===== src/rtl/dma_arb_pkg.sv =====
`timescale 1ns/1ps
package dma_arb_pkg;
  // update of a sticky request register
  typedef enum logic [1:0] {
    HOLD_KEEP = 2'd0,
    HOLD_SET  = 2'd1,
    HOLD_CLR  = 2'd2
  } hold_op_e;

  function automatic int unsigned idx_width(input int unsigned n);
    return (n > 1) ? $clog2(n) : 1;
  endfunction
endpackage


===== src/rtl/dma_req_status.sv =====
`timescale 1ns/1ps
module dma_req_status
  import dma_arb_pkg::*;
#(
  parameter int unsigned N      = 4,
  parameter bit          RSV_CH0 = 1'b0,
  localparam int unsigned CW    = idx_width(N)
) (
  input  logic          clk_i,
  input  logic          rst_ni,
  input  logic [N-1:0]  req_i,
  input  logic          sw_we_i,
  input  logic [CW-1:0] sw_ch_i,
  input  logic          sw_set_i,
  output logic [N-1:0]  pend_o
);
  logic [N-1:0] req_d_q;
  logic [N-1:0] pend_q;

  always_ff @(posedge clk_i or negedge rst_ni) begin
    if (!rst_ni) req_d_q <= '0;
    else         req_d_q <= req_i;
  end

  for (genvar g = 0; g < N; g++) begin : g_ch
    if (RSV_CH0 && g == 0) begin : g_rsv
      // cascade slot: no local status
      assign pend_q[g] = 1'b0;
    end else begin : g_bit
      logic pend_d;
      always_comb begin
        pend_d = pend_q[g];
        if (req_i[g] && !req_d_q[g])      pend_d = 1'b1;
        else if (!req_i[g] && req_d_q[g]) pend_d = 1'b0;
        if (sw_we_i && sw_ch_i == CW'(g)) pend_d = sw_set_i;
      end
      always_ff @(posedge clk_i or negedge rst_ni) begin
        if (!rst_ni) pend_q[g] <= 1'b0;
        else         pend_q[g] <= pend_d;
      end
    end
  end

  assign pend_o = pend_q;
endmodule


===== src/rtl/dma_prio_pick.sv =====
`timescale 1ns/1ps
module dma_prio_pick
  import dma_arb_pkg::*;
#(
  parameter int unsigned N  = 4,
  localparam int unsigned CW = idx_width(N)
) (
  input  logic [N-1:0]  vld_i,
  output logic          found_o,
  output logic [CW-1:0] idx_o
);
  // lowest index wins: scan from the top so the last hit is the lowest
  always_comb begin
    found_o = 1'b0;
    idx_o   = '0;
    for (int i = N - 1; i >= 0; i--) begin
      if (vld_i[i]) begin
        found_o = 1'b1;
        idx_o   = CW'(i);
      end
    end
  end
endmodule


===== src/rtl/dma_hold_reg.sv =====
`timescale 1ns/1ps
module dma_hold_reg
  import dma_arb_pkg::*;
(
  input  logic clk_i,
  input  logic rst_ni,
  input  logic any_pend_i,
  input  logic any_live_i,
  input  logic kill_i,
  output logic q_o
);
  hold_op_e op;
  logic     q;

  always_comb begin
    if (kill_i || !any_pend_i) op = HOLD_CLR;
    else if (any_live_i)       op = HOLD_SET;
    else                       op = HOLD_KEEP;
  end

  always_ff @(posedge clk_i or negedge rst_ni) begin
    if (!rst_ni) q <= 1'b0;
    else begin
      unique case (op)
        HOLD_SET: q <= 1'b1;
        HOLD_CLR: q <= 1'b0;
        default:  q <= q;
      endcase
    end
  end

  assign q_o = q;
endmodule


===== src/rtl/cascaded_dma_arbiter.sv =====
`timescale 1ns/1ps
module cascaded_dma_arbiter
  import dma_arb_pkg::*;
#(
  parameter int unsigned N = 4,
  localparam int unsigned CW    = idx_width(N),
  localparam int unsigned IDX_W = CW + 1,
  localparam int unsigned TOT   = 2 * N
) (
  input  logic             clk_i,
  input  logic             rst_ni,
  input  logic [TOT-1:0]   req_i,
  input  logic [TOT-1:0]   mask_i,
  input  logic             sw_we_i,
  input  logic [IDX_W-1:0] sw_ch_i,
  input  logic             sw_set_i,
  input  logic             hlda_i,
  input  logic             tc_i,
  output logic             hrq_o,
  output logic             grant_valid_o,
  output logic [IDX_W-1:0] grant_idx_o,
  output logic [TOT-1:0]   dack_o
);
  logic [N-1:0]     pend_p, pend_s, sec_eff, live_p, live_s;
  logic             casc_q, hrq_q;
  logic             p_found, s_found, win_found;
  logic [CW-1:0]    p_idx, s_idx;
  logic [IDX_W-1:0] win_idx;
  logic             gv_q;
  logic [IDX_W-1:0] gi_q;
  logic             tc_kill, tc_kill_p;

  dma_req_status #(.N(N), .RSV_CH0(1'b0)) i_stat_p (
    .clk_i    (clk_i),
    .rst_ni   (rst_ni),
    .req_i    (req_i[N-1:0]),
    .sw_we_i  (sw_we_i && !sw_ch_i[IDX_W-1]),
    .sw_ch_i  (sw_ch_i[CW-1:0]),
    .sw_set_i (sw_set_i),
    .pend_o   (pend_p)
  );

  dma_req_status #(.N(N), .RSV_CH0(1'b1)) i_stat_s (
    .clk_i    (clk_i),
    .rst_ni   (rst_ni),
    .req_i    (req_i[TOT-1:N]),
    .sw_we_i  (sw_we_i && sw_ch_i[IDX_W-1]),
    .sw_ch_i  (sw_ch_i[CW-1:0]),
    .sw_set_i (sw_set_i),
    .pend_o   (pend_s)
  );

  // secondary channel 0 is fed by the cascade register
  assign sec_eff = {pend_s[N-1:1], casc_q};
  assign live_p  = pend_p  & ~mask_i[N-1:0];
  assign live_s  = sec_eff & ~mask_i[TOT-1:N];

  assign tc_kill   = tc_i && gv_q;
  assign tc_kill_p = tc_kill && !gi_q[IDX_W-1];

  dma_hold_reg i_casc (
    .clk_i      (clk_i),
    .rst_ni     (rst_ni),
    .any_pend_i (|pend_p),
    .any_live_i (|live_p),
    .kill_i     (tc_kill_p),
    .q_o        (casc_q)
  );

  dma_hold_reg i_hrq (
    .clk_i      (clk_i),
    .rst_ni     (rst_ni),
    .any_pend_i (|sec_eff),
    .any_live_i (|live_s),
    .kill_i     (tc_kill),
    .q_o        (hrq_q)
  );

  dma_prio_pick #(.N(N)) i_pick_p (
    .vld_i   (live_p),
    .found_o (p_found),
    .idx_o   (p_idx)
  );

  dma_prio_pick #(.N(N)) i_pick_s (
    .vld_i   (live_s),
    .found_o (s_found),
    .idx_o   (s_idx)
  );

  // second level: a cascade win descends into the primary controller
  always_comb begin
    win_found = 1'b0;
    win_idx   = '0;
    if (s_found) begin
      if (s_idx == '0) begin
        win_found = p_found;
        win_idx   = {1'b0, p_idx};
      end else begin
        win_found = 1'b1;
        win_idx   = {1'b1, s_idx};
      end
    end
  end

  always_ff @(posedge clk_i or negedge rst_ni) begin
    if (!rst_ni) begin
      gv_q <= 1'b0;
      gi_q <= '0;
    end else if (tc_kill) begin
      gv_q <= 1'b0;
      gi_q <= '0;
    end else if (hlda_i && hrq_q && win_found) begin
      gv_q <= 1'b1;
      gi_q <= win_idx;
    end else begin
      gv_q <= 1'b0;
      gi_q <= '0;
    end
  end

  for (genvar g = 0; g < TOT; g++) begin : g_dack
    if (g == N) begin : g_casc
      assign dack_o[g] = gv_q && !gi_q[IDX_W-1];
    end else begin : g_chan
      assign dack_o[g] = gv_q && (gi_q == IDX_W'(g));
    end
  end

  assign hrq_o         = hrq_q;
  assign grant_valid_o = gv_q;
  assign grant_idx_o   = gi_q;

  // at most one real channel acknowledged
  a_r7_single_ack: assert property (@(posedge clk_i) disable iff (!rst_ni)
    $onehot0({dack_o[TOT-1:N+1], dack_o[N-1:0]}));

  // cascade acknowledge only with a primary grant
  a_r7_cascade_ack: assert property (@(posedge clk_i) disable iff (!rst_ni)
    dack_o[N] |-> (grant_valid_o && !grant_idx_o[IDX_W-1]));

  // a grant follows a cycle with both hold signals high
  a_r7_grant_after_hlda: assert property (@(posedge clk_i) disable iff (!rst_ni)
    $rose(grant_valid_o) |-> $past(hlda_i && hrq_o));

  // the cascade slot is never granted
  a_r9_no_cascade_grant: assert property (@(posedge clk_i) disable iff (!rst_ni)
    grant_valid_o |-> (grant_idx_o != IDX_W'(N)));

  // terminal count ends the grant and the hold request
  a_r10_tc_drop: assert property (@(posedge clk_i) disable iff (!rst_ni)
    (tc_i && grant_valid_o) |=> (!grant_valid_o && !hrq_o && dack_o == '0));
endmodule


===== config.mk =====
export PLATFORM = sky130hd
export DESIGN_NAME = cascaded_dma_arbiter
export DESIGN_NICKNAME = d
export VERILOG_FILES = /design/src/rtl/dma_arb_pkg.sv /design/src/rtl/dma_req_status.sv /design/src/rtl/dma_prio_pick.sv /design/src/rtl/dma_hold_reg.sv /design/src/rtl/cascaded_dma_arbiter.sv
export SDC_FILE = /design/constraint.sdc
export NUM_CORES = 1
export LEC_CHECK = 0
export ABC_AREA = 1
export BUFFER_PORTS_ARGS = -buffer_cell sky130_fd_sc_hd__buf_4
export CORE_MARGIN = 2
export CORE_UTILIZATION = 35
export CTS_CLUSTER_DIAMETER = 40
export DETAILED_ROUTE_END_ITERATION = 10
export PLACE_DENSITY = 0.63
export REMOVE_ABC_BUFFERS = 1
export SLEW_MARGIN = 20
export SYNTH_ARGS = -nofsm -noshare
export SYNTH_HDL_FRONTEND = slang
export SYNTH_HIERARCHICAL = 1
export SYNTH_SLANG_ARGS = --single-unit

===== constraint.sdc =====
create_clock -name clk_i -period 3.15 [get_ports clk_i]
set_input_delay 0.1575 -clock clk_i [delete_from_list [all_inputs] [get_ports clk_i]]
set_output_delay 0.1575 -clock clk_i [all_outputs]
set_load 0.02 [all_outputs]

==> results of run 1 <==
==> tightest hold or removal path: cells and delay by family <==
family / cells / cell delay (ns)
buf+inv: 1 / 0.13
simple gates: 2 / 0.13
==> worst max-delay path by stage <==
stage,start,end
3_5_place_dp,i_stat_s/pend_o[2]$_DFFE_PN0P_,grant_idx_o[1]$_DFF_PN0_
3_3_place_gp,i_stat_s/pend_o[2]$_DFFE_PN0P_,grant_idx_o[1]$_DFF_PN0_
4_1_cts,i_stat_s/pend_o[2]$_DFFE_PN0P_,grant_idx_o[1]$_DFF_PN0_
5_1_grt,i_stat_s/pend_o[2]$_DFFE_PN0P_,grant_idx_o[1]$_DFF_PN0_
6_report,i_stat_s/pend_o[2]$_DFFE_PN0P_,grant_idx_o[1]$_DFF_PN0_
2_1_floorplan,i_stat_s/pend_o[2]$_DFFE_PN0P_,grant_idx_o[1]$_DFF_PN0_
==> registers in the layout (all words and copies together), names as in the netlist <==
register          flops
i_hrq/q_o             1
grant_valid_o         1
i_casc/q_o            1
i_stat_s/pend_o       3
i_stat_p/req_d_q      4
i_stat_s/req_d_q      3
grant_idx_o           3
i_stat_p/pend_o       4
==> metrics by stage <==
stage	utilization, %	total power (W)	hold slack [ns]	setup slack [ns]	cells
2_1_floorplan	-	0.0004449	-0.1381	1.782	176
3_3_place_gp	46.03	0.0005265	0.05659	1.651	258
3_5_place_dp	46.03	0.0005291	0.06045	1.594	258
4_1_cts	49.13	0.0006620	0.1389	1.567	269
5_1_grt	49.13	0.0007055	0.1390	1.385	269
6_report	49.13	0.0006460	0.1530	1.583	269
==> routing by layer <==
layer	routed length, µm	share of wire, %	track usage (%)	vias to the layer above
met4	10	0.44	5.000	0
met5	0	0	0	-
met3	92	4.0	1.802	2
li1	-	-	-	620
met1	974	42	14.63	516
met2	1219	53	24.87	24
==> cell type report <==
| class | instances | area (µm²) |
|---|---|---|
| Clock buffer | 3 | 22.52 |
| Fill cell | 355 | 1684 |
| Timing Repair Buffer | 44 | 350.3 |
| Multi-Input combinational cell | 106 | 508.0 |
| Tap cell | 46 | 57.56 |
| Inverter | 50 | 187.7 |
| Sequential cell | 20 | 500.5 |
==> power groups by stage <==
stage / Sequential [W] / Combinational [W] / Clock (W)
finish: 0.000316 / 0.000212 / 0.000118
global route: 0.000322 / 0.000244 / 0.000140
CTS: 0.000317 / 0.000216 / 0.000130
detailed placement: 0.000322 / 0.000207 / 0
global placement: 0.000321 / 0.000205 / 0
floorplan: 0.000329 / 0.000116 / 0
==> timing repair <==
item,4_1_cts,5_1_grt
hold buffers,8,0
setup buffers,0,0
endpoints found under the hold margin,27,0
==> results.cfg, run 1 <==
[timing]
count_of_endpoints_failing_hold_in_the_final_timing_report = 0
setup_viol = 0
worstMarginPinSlew_ns = 0.3091
unrepaired_setup_endpoints_after_global_routing = false
tns_ns = 0
final.period_utilization_pct = 49.75
fin_worst_skew_ns = 0.003978
worst_slew_margin_rel_pct = 79.24
max_freq_mhz = 638.1
final.min_clock_period_ns = 1.567
timing_max_transition_violations_final = 0

[power]
p_int_w = 0.0004268
netSwitchingFraction_pct = 33.93
power_frac_seq_pct = 48.9
pwr-share-comb_pct = 32.8
power.clock.fraction_pct = 18.3
pwr_density_cell_nw_per_um2 = 397.2
switching_power_w = 0.0002192
ir_drop_mv = 0.1862
power_leakage_nw = 0.9403

[run_status]
result_of_the_run = completed

[place]
gp_congestion = 0.7955
place.port_buffers = 36
placedInstanceArea_um2 = 1524
dp.final_hpwl_um = 1808

[grt]
pin_count_of_the_biggest_net_entering_global_routing = 21
grt_overflow = 0
antenna_found_initial = 0
grt_pass1_vias = 1111
groute.usage.overall_pct = 13.09
first_pass_grt_wire_length_um = 4202

[critical_path]
r2r_start = i_stat_s/pend_o[2]$_DFFE_PN0P_
logic_depth_of_the_worst_path_buffers_included = 9
cpMostUsedCell = sky130_fd_sc_hd__inv_1
worst-path-max-fanout = 4
critical_path.max_stage_delay_ns = 0.41
worstPathBufferInverterCount = 3
r2r-end = grant_idx_o[1]$_DFF_PN0_
setup.worst_path.start_class = register
cp_slowest_cell = sky130_fd_sc_hd__dfrtp_1
critical_path.top_delay_family = simple AND/OR/NAND/NOR gates
worst_r2r_path_depth = 9
regToRegSetupSlack_ns = 1.58
required_ns = 3.38
cp_data_arrival_time_ns = 1.79
critPathKind = reg -> reg
timing.critical_path.cells = inv_1, or2_2, inv_1, nor2_1, nor3_1, inv_1, nand3b_1, nand2_2, nor2_1
worstSetupEndpointType = register

[floorplanning]
start_util_pct = 36.13
die_area_um2 = 3901
fp.dieW_um = 62.46
placementRows = 21
core_region_area_um2 = 3311
ioPinCount = 38
die_y_um = 62.46

[detailed_routing]
dr.first_iter.drc_count = 19
detail_route.vias_per_cell = 4.320
ant_nets = 0
drc_errors = 0
routed-via-count = 1162
drt-wirelength-per-cell_um = 8.539
firstDrtPassIters = 4
total_wirelength_um = 2297

[clocking]
cts_tree = done
max-clock-path-buffers = 2
tritoncts_sinks = 20
ctsHtreeMaxLevel = 1
clk_transition_reported_paths_ns = 0.11
cts.root.buffer_cell = sky130_fd_sc_hd__clkbuf_4
insertion_delay_ns = 0.29
cts_repair_resize_count = 0
cts-buffers-inserted = 3

[hold_path]
timing.hold.worst.class = in -> reg
min_path_cells = 3
hold_path_start = sw_set_i
min_delay_worst_endpoint = i_stat_s/pend_o[3]$_DFFE_PN0P_

[final_layout]
area_delta_synth_final_pct = 35.98
stdcell_area_um2 = 1627
leading_cell_type_in_the_layout_fill_and_taps_excluded = sky130_fd_sc_hd__inv_1
final_layout_size_suffix_gt1_share_pct = 21.52
insertedDiodeCount = 0
num-nets-final = 253
final_cell_mix = sky130_fd_sc_hd__inv_1 (49), sky130_fd_sc_hd__nand2_1 (39), sky130_fd_sc_hd__buf_4 (36), sky130_fd_sc_hd__nor2_1 (22), sky130_fd_sc_hd__dfrtp_1 (20)

[synth]
post_synth_inst_count = 176
syn-mean-instance-area_um2 = 6.796
syn_area_um2 = 1196
ys.warnings.count = 6

[job]
maxCapViolations = 0
Power figures use the tool's default switching activity.
==> inputs of run 2 (changes only) <==
==> constraint.sdc (replaced) <==
create_clock -name clk_i -period 1.5 [get_ports clk_i]
set_input_delay 0.075 -clock clk_i [delete_from_list [all_inputs] [get_ports clk_i]]
set_output_delay 0.075 -clock clk_i [all_outputs]
set_load 0.02 [all_outputs]
==> results.cfg, run 2 (synthesis gave the netlist of run 1 again) <==
[timing]
count_of_endpoints_failing_hold_in_the_final_timing_report = 0
tns_ns = 0
unrepaired_setup_endpoints_after_global_routing = false
max_freq_mhz = 753.7
worstMarginPinSlew_ns = 0.3145
fin_worst_skew_ns = 0.001514
final.period_utilization_pct = 88.45
final.min_clock_period_ns = 1.327
worst_slew_margin_rel_pct = 78.95
timing_max_transition_violations_final = 0
setup_viol = 0

[final_layout]
area_delta_synth_final_pct = 38.08
final_cell_mix = sky130_fd_sc_hd__inv_1 (48), sky130_fd_sc_hd__nand2_1 (39), sky130_fd_sc_hd__buf_4 (38), sky130_fd_sc_hd__nor2_1 (21), sky130_fd_sc_hd__dfrtp_1 (20)
insertedDiodeCount = 0
final_layout_size_suffix_gt1_share_pct = 23.56
post_route_insts_no_fill = 271
leading_cell_type_in_the_layout_fill_and_taps_excluded = sky130_fd_sc_hd__inv_1
final_core_utilization_pct = 49.89
num-nets-final = 255

[grt]
met3_track_demand_over_resource_pct = 2.162
grt_overflow = 0
first_pass_grt_wire_length_um = 4146
groute.usage.overall_pct = 12.86
met1_usage_pct = 14.65
pin_count_of_the_biggest_net_entering_global_routing = 21
globalRoute.busiestLayer = met2
grt_pass1_vias = 1057
antenna_found_initial = 0
grt.met2_usage_pct = 24.19

[detailed_routing]
total_wirelength_um = 2300
detail_route.vias_per_cell = 4.332
firstDrtPassIters = 4
dr.first_iter.drc_count = 29
routed-via-count = 1174
drt-wirelength-per-cell_um = 8.487
drc_errors = 0
ant_nets = 0

[floorplanning]
ioPinCount = 38
placementRows = 21
fp.dieW_um = 62.46
die_y_um = 62.46
start_util_pct = 36.13
die_area_um2 = 3901
core_region_area_um2 = 3311

[power]
power_leakage_nw = 0.9495
ir_drop_mv = 0.4347
pwr_density_cell_nw_per_um2 = 832.6
p_total_w = 0.001375

[hold_path]
timing.hold.worst.class = in -> reg
min_path_cells = 3

[critical_path]
setup.worst_path.start_class = register
cp_slowest_cell = sky130_fd_sc_hd__dfrtp_1
worst_r2r_path_depth = 9
worst-path-max-fanout = 4
cpMostUsedCell = sky130_fd_sc_hd__inv_1
worstSetupEndpointType = register
cp_data_arrival_time_ns = 1.56
regToRegSetupSlack_ns = 0.17
timing.critical_path.cells = inv_1, or2_4, inv_2, nor2_1, nor3_2, inv_1, nand3b_1, nand2_2, nor2_2
required_ns = 1.73
critical_path.max_stage_delay_ns = 0.36
critPathKind = reg -> reg

[place]
dp.final_hpwl_um = 1833
place.port_buffers = 36
placedCellCount = 259
gp_congestion = 0.7828

[job]
maxCapViolations = 0

[clocking]
cts-buffers-inserted = 3
tritoncts_sinks = 20
clk_transition_reported_paths_ns = 0.11
max-clock-path-buffers = 2
cts_tree = done
cts.root.buffer_cell = sky130_fd_sc_hd__clkbuf_4
ctsHtreeMaxLevel = 1
insertion_delay_ns = 0.29

[run_status]
result_of_the_run = completed
[run 2: changes by cell type in the layout (fill, tap and decap cells not counted), sizes merged]
| cell | previous run | this run |
|---|---|---|
| buf | 36 | 38 |
[run 2: area by class of cell]
| cell class | count | area [µm²] |
|---|---|---|
| clock buffers | 3 | 22.52 |
| fillers | 346 | 1659 |
| inverters | 50 | 187.7 |
| multi-input cells | 106 | 518.0 |
| flip-flops and latches | 20 | 500.5 |
| well taps | 46 | 57.56 |
| repair buffers | 46 | 365.4 |
[run 2: per-stage QoR]
stage / cell area [µm²] / setup slack [ns] / hold slack [ns]
floorplan: 1196 / 0.1320 / -0.2206
global placement: 1531 / 0.08674 / -0.02443
detailed placement: 1531 / 0.02410 / -0.02543
CTS: 1642 / 0.05405 / 0.06541
global route: 1652 / 0.01899 / 0.07790
finish: 1652 / 0.1732 / 0.07609
[run 2: what timing repair did]
item                                   CTS  global route
buffers inserted                         1             0
setup endpoints to repair                1             4
resized for setup                        0             4
hold buffers                             8             0
gates cloned                             0             0
endpoints found under the hold margin   27             0
pin swaps                                0             4
[run 2: critical path, delay by kind of cell (launching register included)]
| family | cells | cell delay, ns |
|---|---|---|
| AND/OR/NAND/NOR | 6 | 0.74 |
| buffers and inverters | 3 | 0.17 |
| flip-flops | 1 | 0.36 |
[run 2: routing by layer]
metal / up-vias / wire length [µm]
met5: - / 0
met4: 0 / 15
met3: 2 / 106
met2: 26 / 1145
met1: 521 / 1032
li1: 625 / -
[run 2: final timing paths]
kind                                                 from                        endpoint
max                        i_stat_s/pend_o[2]$_DFFE_PN0P_        grant_idx_o[1]$_DFF_PN0_
min                                              sw_set_i  i_stat_p/pend_o[1]$_DFFE_PN0P_
max reg2reg                i_stat_s/pend_o[2]$_DFFE_PN0P_        grant_idx_o[1]$_DFF_PN0_
min reg2reg                 i_stat_p/req_d_q[1]$_DFF_PN0_  i_stat_p/pend_o[1]$_DFFE_PN0P_
max in group asynchronous                          rst_ni           i_hrq/q_o$_DFFE_PN0P_
min in group asynchronous                          rst_ni   i_stat_s/req_d_q[1]$_DFF_PN0_
[run 2: where the power goes]
| part | total, W | switching, W | internal, W |
|---|---|---|---|
| Combinational | 0.000469 | 0.000258 | 0.000211 |
| Clock | 0.000245 | 0.000151 | 0.0000932 |
| Sequential | 0.000661 | 0.0000566 | 0.000605 |
